### config.mk
export PLATFORM = sky130hd
export DESIGN_NAME = rob_commit_ctrl
export DESIGN_NICKNAME = d
export VERILOG_FILES = /design/src/rtl/rcc_pkg.sv /design/src/rtl/rcc_store.sv /design/src/rtl/rcc_retire_scan.sv /design/src/rtl/rcc_squash_walk.sv /design/src/rtl/rob_commit_ctrl.sv
export SDC_FILE = /design/constraint.sdc
export NUM_CORES = 1
export LEC_CHECK = 0
export ABC_AREA = 1
export BUFFER_PORTS_ARGS = -buffer_cell sky130_fd_sc_hd__buf_2
export CAP_MARGIN = 20
export CORE_MARGIN = 4
export CORE_UTILIZATION = 65
export CTS_CLUSTER_SIZE = 40
export DETAILED_ROUTE_END_ITERATION = 6
export PLACE_DENSITY = 0.95
export SETUP_SLACK_MARGIN = 0.4
export SLEW_MARGIN = 0
export SYNTH_ARGS = -nofsm -noshare
export SYNTH_HDL_FRONTEND = slang
export SYNTH_SLANG_ARGS = --single-unit
### constraint.sdc
create_clock -name clk -period 8.2 [get_ports clk]
set_input_delay 0.82 -clock clk [delete_from_list [all_inputs] [get_ports clk]]
set_output_delay 0.82 -clock clk [all_outputs]
set_load 0.01 [all_outputs]
### src/rtl/rcc_pkg.sv
`timescale 1ns/1ps
package rcc_pkg;

    // Controller mode: normal retirement or draining a squash.
    typedef enum logic {
        RCC_RUN   = 1'b0,
        RCC_DRAIN = 1'b1
    } rcc_mode_e;

    // Distance from head to tail on a ring whose pointers carry a wrap bit.
    function automatic int unsigned rcc_span(input int unsigned tail,
                                             input int unsigned head,
                                             input int unsigned cnt_w);
        int unsigned mask;
        mask = (32'd1 << cnt_w) - 32'd1;
        return (tail - head) & mask;
    endfunction

endpackage

### src/rtl/rcc_store.sv
`timescale 1ns/1ps
module rcc_store #(
    parameter int unsigned DEPTH = 8,
    parameter int unsigned SEQ_W = 8
) (
    input  logic                              clk,
    input  logic                              rst,
    input  logic                              wr_en,
    input  logic [$clog2(DEPTH)-1:0]          wr_idx,
    input  logic                              wr_nonspec,
    input  logic [SEQ_W-1:0]                  wr_seq,
    input  logic                              mark_en,
    input  logic [$clog2(DEPTH)-1:0]          mark_idx,
    input  logic                              rel_en,
    input  logic [$clog2(DEPTH)-1:0]          rel_idx,
    output logic [DEPTH-1:0][SEQ_W-1:0]       ent_seq,
    output logic [DEPTH-1:0]                  ent_nonspec,
    output logic [DEPTH-1:0]                  ent_done,
    output logic [DEPTH-1:0]                  ent_rel
);
    localparam int unsigned PTR_W = $clog2(DEPTH);

    for (genvar i = 0; i < DEPTH; i++) begin : g_ent
        logic [SEQ_W-1:0] seq_r;
        logic             ns_r;
        logic             done_r;
        logic             rel_r;
        logic             hit_wr;
        logic             hit_mark;
        logic             hit_rel;

        assign hit_wr   = wr_en   && (wr_idx   == PTR_W'(i));
        assign hit_mark = mark_en && (mark_idx == PTR_W'(i));
        assign hit_rel  = rel_en  && (rel_idx  == PTR_W'(i));

        // Payload needs no reset: it is only read while the slot is occupied.
        always_ff @(posedge clk) begin
            if (hit_wr) begin
                seq_r <= wr_seq;
                ns_r  <= wr_nonspec;
            end
        end

        // Status flags: a fresh allocation clears them, events then set them.
        always_ff @(posedge clk) begin
            if (rst) begin
                done_r <= 1'b0;
                rel_r  <= 1'b0;
            end else if (hit_wr) begin
                done_r <= 1'b0;
                rel_r  <= 1'b0;
            end else begin
                if (hit_mark) done_r <= 1'b1;
                if (hit_rel)  rel_r  <= 1'b1;
            end
        end

        assign ent_seq[i]     = seq_r;
        assign ent_nonspec[i] = ns_r;
        assign ent_done[i]    = done_r;
        assign ent_rel[i]     = rel_r;
    end

endmodule

### src/rtl/rcc_retire_scan.sv
`timescale 1ns/1ps
module rcc_retire_scan #(
    parameter int unsigned DEPTH = 8,
    parameter int unsigned CW    = 2,
    parameter int unsigned SEQ_W = 8
) (
    input  logic [$clog2(DEPTH)-1:0]    head_idx,
    input  logic [$clog2(DEPTH):0]      occ,
    input  logic                        enable,
    input  logic [DEPTH-1:0][SEQ_W-1:0] ent_seq,
    input  logic [DEPTH-1:0]            ent_nonspec,
    input  logic [DEPTH-1:0]            ent_done,
    input  logic [DEPTH-1:0]            ent_rel,
    output logic [CW-1:0]               retire_vld,
    output logic [CW-1:0][SEQ_W-1:0]    retire_seq,
    output logic [$clog2(DEPTH):0]      retire_cnt,
    output logic                        ns_release,
    output logic [SEQ_W-1:0]            ns_seq
);
    localparam int unsigned PTR_W = $clog2(DEPTH);
    localparam int unsigned CNT_W = PTR_W + 1;

    // Walk from the head; the run ends at the first incomplete entry.
    always_comb begin
        logic             go;
        logic [PTR_W-1:0] idx;
        go         = enable;
        retire_cnt = '0;
        for (int k = 0; k < CW; k++) begin
            idx           = head_idx + PTR_W'(k);
            go            = go && (CNT_W'(k) < occ) && ent_done[idx];
            retire_vld[k] = go;
            retire_seq[k] = ent_seq[idx];
            retire_cnt    = retire_cnt + CNT_W'(go);
        end
    end

    // A non-speculative instruction is let go only from the head, once.
    assign ns_release = enable && (occ != '0) && ent_nonspec[head_idx]
                        && !ent_done[head_idx] && !ent_rel[head_idx];
    assign ns_seq     = ent_seq[head_idx];

endmodule

### src/rtl/rcc_squash_walk.sv
`timescale 1ns/1ps
module rcc_squash_walk #(
    parameter int unsigned DEPTH = 8,
    parameter int unsigned RATE  = 2,
    parameter int unsigned SEQ_W = 8
) (
    input  logic                        active,
    input  logic [$clog2(DEPTH)-1:0]    tail_idx,
    input  logic [$clog2(DEPTH):0]      occ,
    input  logic [SEQ_W-1:0]            target,
    input  logic [DEPTH-1:0][SEQ_W-1:0] ent_seq,
    output logic [$clog2(DEPTH):0]      rm_cnt,
    output logic                        finish
);
    localparam int unsigned PTR_W = $clog2(DEPTH);
    localparam int unsigned CNT_W = PTR_W + 1;

    // Peel entries off the young end until the target is the youngest left.
    always_comb begin
        logic             go;
        logic [PTR_W-1:0] idx;
        go     = active;
        rm_cnt = '0;
        for (int k = 0; k < RATE; k++) begin
            idx    = tail_idx - PTR_W'(k + 1);
            go     = go && (CNT_W'(k) < occ) && (ent_seq[idx] != target);
            rm_cnt = rm_cnt + CNT_W'(go);
        end
        finish = active && !go;
    end

endmodule

### src/rtl/rob_commit_ctrl.sv
`timescale 1ns/1ps
module rob_commit_ctrl
    import rcc_pkg::*;
#(
    parameter int unsigned DEPTH       = 8,
    parameter int unsigned COMMIT_W    = 2,
    parameter int unsigned SQUASH_RATE = 2,
    parameter int unsigned SEQ_W       = 8
) (
    input  logic                          clk,
    input  logic                          rst,
    input  logic                          alloc_valid,
    input  logic                          alloc_nonspec,
    input  logic [SEQ_W-1:0]              alloc_seq,
    output logic                          alloc_ready,
    output logic [$clog2(DEPTH)-1:0]      alloc_idx,
    input  logic                          done_valid,
    input  logic [$clog2(DEPTH)-1:0]      done_idx,
    input  logic                          squash_valid,
    input  logic [SEQ_W-1:0]              squash_seq,
    output logic [COMMIT_W-1:0]           retire_vld,
    output logic [COMMIT_W*SEQ_W-1:0]     retire_seq,
    output logic                          ns_release,
    output logic [SEQ_W-1:0]              ns_seq,
    output logic                          squash_busy,
    output logic [$clog2(DEPTH):0]        free_cnt,
    output logic                          free_upd
);
    localparam int unsigned PTR_W = $clog2(DEPTH);
    localparam int unsigned CNT_W = PTR_W + 1;

    // Pointers carry a wrap bit above the slot index.
    logic [CNT_W-1:0] head_q, tail_q, head_d, tail_d;
    logic [CNT_W-1:0] occ, occ_d, free_d, free_q;
    logic             upd_q;
    rcc_mode_e        mode_q, mode_d;
    logic [SEQ_W-1:0] target_q;
    logic             busy, full, alloc_fire, scan_en;

    logic [DEPTH-1:0][SEQ_W-1:0] ent_seq;
    logic [DEPTH-1:0]            ent_nonspec, ent_done, ent_rel;
    logic [COMMIT_W-1:0][SEQ_W-1:0] scan_seq;
    logic [CNT_W-1:0]            retire_cnt, rm_cnt;
    logic                        walk_finish;

    assign busy        = (mode_q == RCC_DRAIN);
    assign occ         = CNT_W'(rcc_span(32'(tail_q), 32'(head_q), CNT_W));
    assign full        = (occ == CNT_W'(DEPTH));
    assign alloc_ready = !full && !busy;
    assign alloc_fire  = alloc_valid && alloc_ready;
    assign alloc_idx   = tail_q[PTR_W-1:0];
    assign scan_en     = !busy && !squash_valid;

    rcc_store #(.DEPTH(DEPTH), .SEQ_W(SEQ_W)) u_store (
        .clk         (clk),
        .rst         (rst),
        .wr_en       (alloc_fire),
        .wr_idx      (tail_q[PTR_W-1:0]),
        .wr_nonspec  (alloc_nonspec),
        .wr_seq      (alloc_seq),
        .mark_en     (done_valid),
        .mark_idx    (done_idx),
        .rel_en      (ns_release),
        .rel_idx     (head_q[PTR_W-1:0]),
        .ent_seq     (ent_seq),
        .ent_nonspec (ent_nonspec),
        .ent_done    (ent_done),
        .ent_rel     (ent_rel)
    );

    rcc_retire_scan #(.DEPTH(DEPTH), .CW(COMMIT_W), .SEQ_W(SEQ_W)) u_scan (
        .head_idx    (head_q[PTR_W-1:0]),
        .occ         (occ),
        .enable      (scan_en),
        .ent_seq     (ent_seq),
        .ent_nonspec (ent_nonspec),
        .ent_done    (ent_done),
        .ent_rel     (ent_rel),
        .retire_vld  (retire_vld),
        .retire_seq  (scan_seq),
        .retire_cnt  (retire_cnt),
        .ns_release  (ns_release),
        .ns_seq      (ns_seq)
    );

    rcc_squash_walk #(.DEPTH(DEPTH), .RATE(SQUASH_RATE), .SEQ_W(SEQ_W)) u_walk (
        .active   (busy),
        .tail_idx (tail_q[PTR_W-1:0]),
        .occ      (occ),
        .target   (target_q),
        .ent_seq  (ent_seq),
        .rm_cnt   (rm_cnt),
        .finish   (walk_finish)
    );

    for (genvar k = 0; k < COMMIT_W; k++) begin : g_rseq
        assign retire_seq[k*SEQ_W +: SEQ_W] = scan_seq[k];
    end

    // Next-state pointers and the free count they imply.
    assign head_d = head_q + retire_cnt;
    assign tail_d = tail_q + CNT_W'(alloc_fire) - rm_cnt;
    assign occ_d  = tail_d - head_d;
    assign free_d = CNT_W'(DEPTH) - occ_d;

    always_comb begin
        unique case (mode_q)
            RCC_RUN:   mode_d = squash_valid ? RCC_DRAIN : RCC_RUN;
            RCC_DRAIN: mode_d = walk_finish  ? RCC_RUN   : RCC_DRAIN;
            default:   mode_d = RCC_RUN;
        endcase
    end

    always_ff @(posedge clk) begin
        if (rst) begin
            head_q   <= '0;
            tail_q   <= '0;
            mode_q   <= RCC_RUN;
            target_q <= '0;
            free_q   <= CNT_W'(DEPTH);
            upd_q    <= 1'b0;
        end else begin
            head_q <= head_d;
            tail_q <= tail_d;
            mode_q <= mode_d;
            if (!busy && squash_valid) target_q <= squash_seq;
            free_q <= free_d;
            upd_q  <= (free_d != free_q);
        end
    end

    assign squash_busy = busy;
    assign free_cnt    = free_q;
    assign free_upd    = upd_q;

    AST_NO_OVERFLOW: assert property (@(posedge clk) disable iff (rst)
        occ <= CNT_W'(DEPTH));
    AST_DRAIN_HALTS_RETIRE: assert property (@(posedge clk) disable iff (rst)
        busy |-> (retire_vld == '0) && !ns_release);
    AST_DRAIN_NEVER_GROWS: assert property (@(posedge clk) disable iff (rst)
        busy |=> (occ <= $past(occ)));
    AST_FREE_TRACKS_OCC: assert property (@(posedge clk) disable iff (rst)
        free_cnt == CNT_W'(DEPTH) - occ);
    AST_UPD_ON_CHANGE: assert property (@(posedge clk) disable iff (rst)
        free_upd |-> (free_cnt != $past(free_cnt)));
    AST_RELEASE_ONCE: assert property (@(posedge clk) disable iff (rst)
        ns_release |=> !ns_release);
    AST_RETIRE_WITHIN_OCC: assert property (@(posedge clk) disable iff (rst)
        retire_cnt <= occ);

endmodule

# After elaboration in Yosys (flattened, before gate mapping)
# Index checks and enable logic that the tools add are counted.
[totals]
word_cells = 159
reg_bits = 110
output_inout_bits = 37
[classes]
bitwise = 1
n_reduce_logical = 59
n_eq_ne = 25
order_cmp = 6
add_sub_neg = 11
n_mux = 19
[ops]
columns = ["op", "count"]
rows = [
  ["binary-select mux 8 bit (select 3 bit)", 4],
  ["logical AND 1 bit", 41],
  ["equality test 3 bit (second input constant)", 12],
  ["two-way mux 8 bit", 4],
  ["equality test 3 x 2 -> 1 bit (second input constant)", 6],
  ["less-than comparator 3 x 4 -> 1 bit (second input constant)", 4],
  ["!= test 8 bit", 2],
  ["OR reduction 2 bit", 8],
  ["binary-select mux 1 bit (select 3 bit)", 4],
  ["subtractor 4 bit", 3],
  ["equality test 3 x 1 -> 1 bit (second input constant)", 3],
  ["zero test 3 bit", 3],
  ["less-than comparator 1 x 4 -> 1 bit (first input constant)", 2],
  ["zero test 1 bit", 6],
  ["two-way mux 1 bit", 6],
  ["adder 1 x 1 -> 2 bit", 2],
  ["adder 4 x 1 -> 4 bit", 1],
  ["adder 4 bit", 1],
  ["equality test 4 bit (second input constant)", 1],
  ["!= test 4 bit", 1],
  ["nonzero test 4 bit", 1],
  ["subtractor 4 bit (first input constant)", 1],
  ["adder 3 x 1 -> 3 bit (second input constant)", 1],
  ["subtractor 3 x 1 -> 3 bit (second input constant)", 1],
  ["3 further kinds", 3],
]

# Depth between registers and ports, before layout
# Gate-level depths: netlist (run 1).
[logic_depth]
depth_word = 12
mapped_depth = 37
depth_no_buf = 35

# Modules after synthesis
# Synthesis (run 1) repeated with hierarchy kept, for this count alone.
[hier_totals]
cells_unflattened = 1152
area_unflattened_um2 = 7902.6
[by_module_without_submodules]
columns = ["mod", "instances", "cells_each", "area_each_um2", "seq_area_each_um2"]
rows = [
  ["rcc_store", 1, 212, 3072.9, 2482.4],
  ["rcc_squash_walk", 1, 407, 1796.7, 0.0],
  ["rcc_retire_scan", 1, 357, 1689.1, 0.0],
  ["rob_commit_ctrl", 1, 176, 1343.8, 440.4],
]

# Worst setup path before layout (run 1)
# OpenSTA, ideal clock, no wires.
[synth_timing]
path_type = "flip-flop to flip-flop"
from = "register tail_q[1]"
to = "register upd_q, in the netlist free_upd"
path_stages_with_launch = 38
path_buffers = 4
period_less_slack_ns = 5.187
arrival_ns = 5.077
path_slack_ns = 3.013
setup_ns = 0.110
t_required_ns = 8.090
cell_sequence = "dfxtp_1 > buf_2 > inv_2 > buf_2 > ha_1 > buf_2 > inv_2 > buf_4 > nand3_1 > nand3_1 > nand2_1 > nand2_1 > nand2_1 > nor2_1 > nand2_1 > nor2_2 > nor2_4 > nand2_2 > [2 not listed] > ha_1 > inv_1 > ha_1 > fa_1 > inv_1 > ha_1 > ha_1 > inv_1 > fa_1 > xnor2_1 > xor2_1 > inv_1 > nand2_1 > nand2_1 > nand2_1 > nand3_1 > nand2_1 > inv_1"
[synth_via]
elab_chain_len = 12
word_cells_on_any_way = 31
[synth_rtl]
columns = ["element", "line", "text"]
rows = [
  ["start: declaration", "rob_commit_ctrl.sv:33", "logic [CNT_W-1:0] head_q, tail_q, head_d, tail_d;"],
  ["start signal: assignment", "rob_commit_ctrl.sv:124", "tail_q <= tail_d;"],
  ["subtractor 3 x 1 -> 3 bit", "rcc_squash_walk.sv:25", "idx = tail_idx - PTR_W'(k + 1);"],
  ["binary-select mux 8 bit (select 3 bit)", "rcc_squash_walk.sv:26", "go = go && (CNT_W'(k) < occ) && (ent_seq[idx] != target);"],
  ["two-way mux 8 bit (implied by the code)", "rcc_squash_walk.sv:26", ""],
  ["!= test 8 bit", "rcc_squash_walk.sv:26", ""],
  ["logical AND 1 bit (3 in a row)", "rcc_squash_walk.sv:26", ""],
  ["adder 1 x 1 -> 2 bit", "rcc_squash_walk.sv:27", "rm_cnt = rm_cnt + CNT_W'(go);"],
  ["subtractor 4 bit *", "rob_commit_ctrl.sv:102", "assign tail_d = tail_q + CNT_W'(alloc_fire) - rm_cnt;"],
  ["named net tail_d[1]", "rob_commit_ctrl.sv:33", ""],
  ["subtractor 4 bit *", "rob_commit_ctrl.sv:103", "assign occ_d = tail_d - head_d;"],
  ["subtractor 4 bit *", "rob_commit_ctrl.sv:104", "assign free_d = CNT_W'(DEPTH) - occ_d;"],
  ["!= test 4 bit *", "rob_commit_ctrl.sv:128", "upd_q <= (free_d != free_q);"],
  ["end signal: assignment", "rob_commit_ctrl.sv:128", ""],
  ["end: declaration", "rob_commit_ctrl.sv:35", "logic upd_q;"],
]
# The timed path passes the listed nets; every way through them passes the cells marked *. The select of a mux whose other input is x is not followed.
# A chain may end at the register's enable or synchronous reset.

# Final worst setup path (run 1)
[layout_timing]
from = "register tail_q[0]"
to = "register upd_q, in the netlist free_upd"
# The elaborated chain is that of the path after synthesis.

==> results of run 1 <==
## worst max-delay path, delay by kind of cell, from the launching register on
kind / cells / cell delay, ps
adder cells (fa/ha/maj): 8 / 3080
buffers and inverters: 9 / 1770
AND/OR/NAND/NOR: 14 / 1310
XOR/XNOR: 2 / 400
flip-flops: 1 / 330
## final cells by class
class	instances	area (sq um)	area share
multi-input cells	682	3500	0.454
flip-flops and latches	110	2930	0.379
inverters	122	462	0.0598
repair buffers	75	422	0.0547
well taps	140	175	0.0227
clock buffers	9	124	0.0161
clock inverters	7	103	0.0133
## Yosys cell counts, drive strengths merged
master,count
dfxtp,38
clkbuf,22
a221oi,12
xor2,4
a31oi,16
clkinv,1
xnor2,7
nand4,6
o211ai,2
nor2,60
a21oi,84
o21ai,75
inv,121
or2,1
buf,40
a211oi,2
fa,4
nor3,4
edfxtp,72
nand3,126
ha,28
nand2,251
## how the worst max path moves through the flow
stage	depth (start not counted)	end	startpoint	slack, ps
floorplan	37	free_upd	tail_q[1]	3010
global placement	33	free_upd	tail_q[0]	1720
detailed placement	33	free_upd	tail_q[0]	1500
CTS	33	free_upd	tail_q[0]	1370
global route	33	free_upd	tail_q[0]	710
finish	33	free_upd	tail_q[0]	1190
## logic make-up (layout without fill, tap and decap cells)
group                    Yosys count  after routing
AO/OA/AOI/OAI                    191            191
flip-flops                       110            110
XOR/XNOR                          11             11
AND/OR/NAND/NOR                  448            448
adder cells (fa/ha/maj)           32             32
buffers and inverters            184            213
## through the flow
stage	std cells	setup slack (ps)	utilization	hold WS (ps)
3_5_place_dp	1127	1500	0.686	449
5_1_grt	1145	711	0.709	509
4_1_cts	1143	1370	0.707	476
2_1_floorplan	976	3010	-	435
3_3_place_gp	1125	1720	0.684	447
6_report	1145	1190	0.709	480
## flip-flops by register name, summed over array words and instances, names as in the netlist
signal,count
u_store.g_ent.seq_r,64
target_q,8
u_store.g_ent.done_r,8
u_store.g_ent.ns_r,8
u_store.g_ent.rel_r,8
free_cnt,4
head_q,4
tail_q,4
free_upd,1
squash_busy,1
## per-layer routing
metal  wire length (um)  vias up  global-route usage
met5                  0        -                   0
met4               1090        0               0.172
met3               2780      121              0.0690
met2              10000      513               0.538
met1               7800     3217               0.422
li1                   -     3280                   -
## power breakdown
group          leakage, nW  total, mW  switching [mW]  internal, mW
logic                 2.34       1.23           0.809         0.420
registers            0.964      0.698          0.0425         0.656
clock network        0.116      0.374           0.198         0.177
==> flow_metrics.py, run 1 <==
metrics = {
    "floorplan": {
        "ios": 62,
        "die_w_um": 114,
        "core_area_sq_um": 10900,
        "rows": 38,
        "fp.dieArea_sq_um": 12900,
        "die_h_um": 114,
        "initial_core_util": 0.667,
    },
    "power": {
        "p_leak_nw": 3.42,
        "power-per-cell-area_nw_per_um2": 298,
        "ir_drop_mv": 0.420,
        "finalPower_mw": 2.30,
    },
    "setup_path": {
        "critPathMaxFanout": 69,
        "timing.rr.start": "tail_q[0]",
        "slowest_stage": "ha_1",
        "timing.rr.end": "free_upd",
        "cp.required_ps": 8470,
        "rr_worst_depth": 33,
        "crit_path_end_kind": "flop",
        "worst_path_largest_cell_delay_ps": 950,
        "critPathKind": "flop to flop",
        "cp.arrival_ps": 7290,
        "crit_path_start_kind": "flop",
        "r2r_slack_ps": 1190,
    },
    "yosys": {
        "synth_top_family_by_area": "simple AND/OR/NAND/NOR gates",
        "synth_area_per_cell_sq_um": 7.44,
        "synth.top_cells.by_area": "edfxtp_1, nand2_1, dfxtp_1",
        "ys_warn_count": 0,
        "syn_nets": 1033,
        "synth_compound_area_frac": 0.147,
        "synth-simple-area-share": 0.263,
        "synth_cell_types": 36,
        "synth_seq_cells": 110,
        "muxShareOfSynthArea": 0,
        "synth_fa_ha_area_frac": 0.0592,
        "ys_seq_area_frac": 0.402,
        "synthCells": 976,
        "synth_xor_area_frac": 0.0133,
        "synth_top_area_share": 0.298,
        "yosysTopAreaCell": "edfxtp_1",
        "syn_area_sq_um": 7270,
    },
    "clocking": {
        "postCtsSetupBuffers": 0,
        "cts_resized": 0,
        "clk_latency_ps": 380,
        "cts_tree": "done",
        "cts-root-buf": "clkbuf_8",
        "clock_path_buffers": 2,
        "path_clk_slew_ps": 110,
        "numCtsBuffers": 9,
        "cts_hold_buf": 0,
        "htree_levels": 3,
        "cts.sinks": 110,
    },
    "worst_hold_path": {
        "hold-path-endpoint": "u_store.g_ent[2].rel_r",
        "hp-class": "flop to flop",
        "hold_path_depth": 2,
        "worstHoldStart": "u_store.g_ent[2].rel_r",
    },
    "detailed_routing": {
        "post_drt_wl_per_cell_um": 19.0,
        "final_antenna_net_count": 0,
        "drc": 0,
        "routed-via-count": 7131,
        "avgViaCountPerCell": 6.23,
        "drt_wl_total_mm": 21.7,
        "drt_iter0_markers": 1048,
        "drt-pass1-iter-count": 7,
    },
    "placement": {
        "dp_hpwl_mm": 14.6,
        "io_buffer_count": 61,
        "place.gp.congestion": 0.965,
        "place_area_sq_um": 7470,
    },
    "timing": {
        "setup_viol": 0,
        "relSlewSlack": 0.281,
        "worst_pin_slew_ps": 1080,
        "tns_ps": 0,
        "fin_crit_sh": 0.855,
        "report.final.slew_viol_count": 0,
        "rsz0062_at_grt": "false",
        "hold_violations": 0,
        "fmax_ghz": 0.143,
        "min_period_ps": 7010,
        "clock_skew_ps": 15.6,
    },
    "cells_and_area": {
        "diodes": 0,
        "final_area_sq_um": 7710,
        "final_nets": 1057,
        "drive_gt1_frac": 0.121,
        "area_delta_synth_final_pct": 6.18,
        "final_cell_mix": "nand2_1, nand3_1, inv_1",
        "final_common_cell": "nand2_1",
        "nFillCells": 820,
    },
    "job": {
        "maxCapViolations": 0,
    },
    "global_route": {
        "grt_usage": 0.333,
        "grt_max_degree": 97,
        "antenna_found_initial": 0,
        "grt_pass1_wl_mm": 33.6,
        "grt_pass1_vias": 6662,
        "overflow": 0,
    },
    "status": {
        "status": "finished, final reports clean",
    },
}
No activity file was read; power rests on OpenSTA's default activity.
==> run 2: changes to the inputs <==
--- a/config.mk
+++ b/config.mk
@@ -6,7 +6,7 @@
 export NUM_CORES = 1
 export LEC_CHECK = 0
 export ABC_AREA = 1
-export BUFFER_PORTS_ARGS = -buffer_cell sky130_fd_sc_hd__buf_2
+export BUFFER_PORTS_ARGS = -buffer_cell sky130_fd_sc_hd__clkbuf_2
 export CAP_MARGIN = 20
 export CORE_MARGIN = 4
 export CORE_UTILIZATION = 65
==> run 2 against run 1 <==
Net effect: cell count is the same; flip-flop and latch count unchanged; sequential power barely moved; hold slack got worse by 14 ps; routed wire length down 2.9%.
==> flow_metrics.py, run 2 (same netlist as run 1, synthesis figures left out) <==
metrics = {
    "clocking": {
        "clock_path_buffers": 2,
        "cts_resized": 0,
        "clk_latency_ps": 390,
        "postCtsSetupBuffers": 0,
        "cts.sinks": 110,
        "path_clk_slew_ps": 110,
        "cts_tree": "done",
        "htree_levels": 3,
        "numCtsBuffers": 9,
        "cts_hold_buf": 0,
        "cts-root-buf": "clkbuf_8",
    },
    "global_route": {
        "grt_most_used_layer": "met2",
        "overflow": 0,
        "antenna_found_initial": 0,
        "grt_pass1_vias": 6585,
        "grt_pass1_wl_mm": 33.3,
        "use_met2": 0.532,
        "grt_use_met1": 0.425,
        "grt_use_met3": 0.0520,
        "grt_usage": 0.330,
        "grt_max_degree": 97,
    },
    "status": {
        "status": "finished, final reports clean",
    },
    "setup_path": {
        "crit_start": "tail_q[0]",
        "crit_path_end_kind": "flop",
        "cp.required_ps": 8490,
        "critPathMaxFanout": 69,
        "rr_worst_depth": 33,
        "critPathKind": "flop to flop",
        "worst_path_largest_cell_delay_ps": 750,
        "cp.arrival_ps": 6530,
        "crit_path_start_kind": "flop",
        "timing.rr.end": "free_upd",
        "slowest_stage": "ha_1",
        "r2r_slack_ps": 1960,
        "timing.rr.start": "tail_q[0]",
        "endpoint": "free_upd",
    },
    "floorplan": {
        "die_h_um": 114,
        "fp.dieArea_sq_um": 12900,
        "rows": 38,
        "initial_core_util": 0.667,
        "die_w_um": 114,
        "core_area_sq_um": 10900,
        "ios": 62,
    },
    "cells_and_area": {
        "diodes": 0,
        "regArea_sq_um": 2930,
        "final_nets": 1057,
        "final_common_cell": "nand2_1",
        "nFillCells": 889,
        "postLayoutCoreUtil": 0.704,
        "multi_input_area_sq_um": 3500,
        "area_delta_synth_final_pct": 5.51,
        "registers.top_by_ff_count": "u_store.g_ent.seq_r",
        "largest_reg_flops": 64,
        "drive_gt1_frac": 0.120,
        "final_cell_mix": "nand2_1, nand3_1, inv_1",
    },
    "power": {
        "p_leak_nw": 3.40,
        "power-per-cell-area_nw_per_um2": 289,
        "ir_drop_mv": 0.362,
        "finalPower_mw": 2.22,
    },
    "timing": {
        "relSlewSlack": 0.320,
        "rsz0062_at_grt": "false",
        "worst_pin_slew_ps": 1020,
        "fmax_ghz": 0.160,
        "clock_skew_ps": 15.2,
        "min_period_ps": 6240,
        "tns_ps": 0,
        "report.final.slew_viol_count": 0,
        "fin_crit_sh": 0.761,
        "setup_viol": 0,
        "hold_violations": 0,
    },
    "detailed_routing": {
        "routed-via-count": 7009,
        "avgViaCountPerCell": 6.12,
        "drt_wl_total_mm": 21.1,
        "post_drt_wl_per_cell_um": 18.4,
        "final_antenna_net_count": 0,
        "drt_iter0_markers": 1026,
        "drt-pass1-iter-count": 6,
        "drc": 0,
    },
    "job": {
        "maxCapViolations": 0,
    },
    "placement": {
        "place.gp.congestion": 0.966,
        "io_buffer_count": 61,
        "dp_hpwl_mm": 14.4,
    },
    "worst_hold_path": {
        "hp-class": "flop to flop",
    },
}
## run 2: changes by cell type in the layout (fill, tap and decap cells not counted), sizes merged
cell      previous run  this run
buf                 75        14
inv                124       123
clkbuf               9        70
bufinv               2         0
clkinv               3         5
clkinvlp             0         1
## run 2: per-stage QoR
stage	instance area, sq um	worst slack, ps	instances	hold WS [ps]
after floorplan	7270	3010	976	435
after global placement	7460	1780	1127	446
after detailed placement	7470	1520	1128	452
after CTS	7650	1430	1144	466
after global routing	7670	1470	1145	493
final	7670	1960	1145	465
## run 2: how the worst min path moves through the flow
stage          depth (start not counted)                      to  slack (ps)                    from
2_1_floorplan                          2  u_store.g_ent[0].rel_r         440  u_store.g_ent[0].rel_r
3_3_place_gp                           2  u_store.g_ent[2].rel_r         450  u_store.g_ent[2].rel_r
3_5_place_dp                           2  u_store.g_ent[2].rel_r         450  u_store.g_ent[2].rel_r
4_1_cts                                2  u_store.g_ent[2].rel_r         470  u_store.g_ent[2].rel_r
5_1_grt                                2  u_store.g_ent[1].rel_r         490  u_store.g_ent[1].rel_r
6_report                               2  u_store.g_ent[2].rel_r         470  u_store.g_ent[2].rel_r
## run 2: final cells by class
cell class,instances,area share
flip-flops and latches,110,0.382
inverters,122,0.0602
multi-input cells,682,0.457
well taps,140,0.0228
clock buffers,9,0.0162
clock inverters,7,0.00637
repair buffers,75,0.0557
## run 2: worst max-delay path, delay by kind of cell, from the launching register on
family	cells	cell delay, ps
xor+xnor	2	380
fa+ha+maj	8	2800
buf+inv	9	1320
flops	1	340
simple gates	14	1270
## run 2: where the power goes
| group | leakage (nW) | internal [mW] | switching (mW) | total [mW] |
|---|---|---|---|---|
| clock | 0.0876 | 0.111 | 0.197 | 0.308 |
| sequential | 0.964 | 0.656 | 0.0439 | 0.700 |
| combinational | 2.35 | 0.419 | 0.790 | 1.21 |
## run 2: routing by layer
metal / share of wire / vias up
met2: 0.46 / 512
met1: 0.37 / 3124
li1: - / 3277
met5: 0 / -
met3: 0.12 / 96
met4: 0.047 / 0
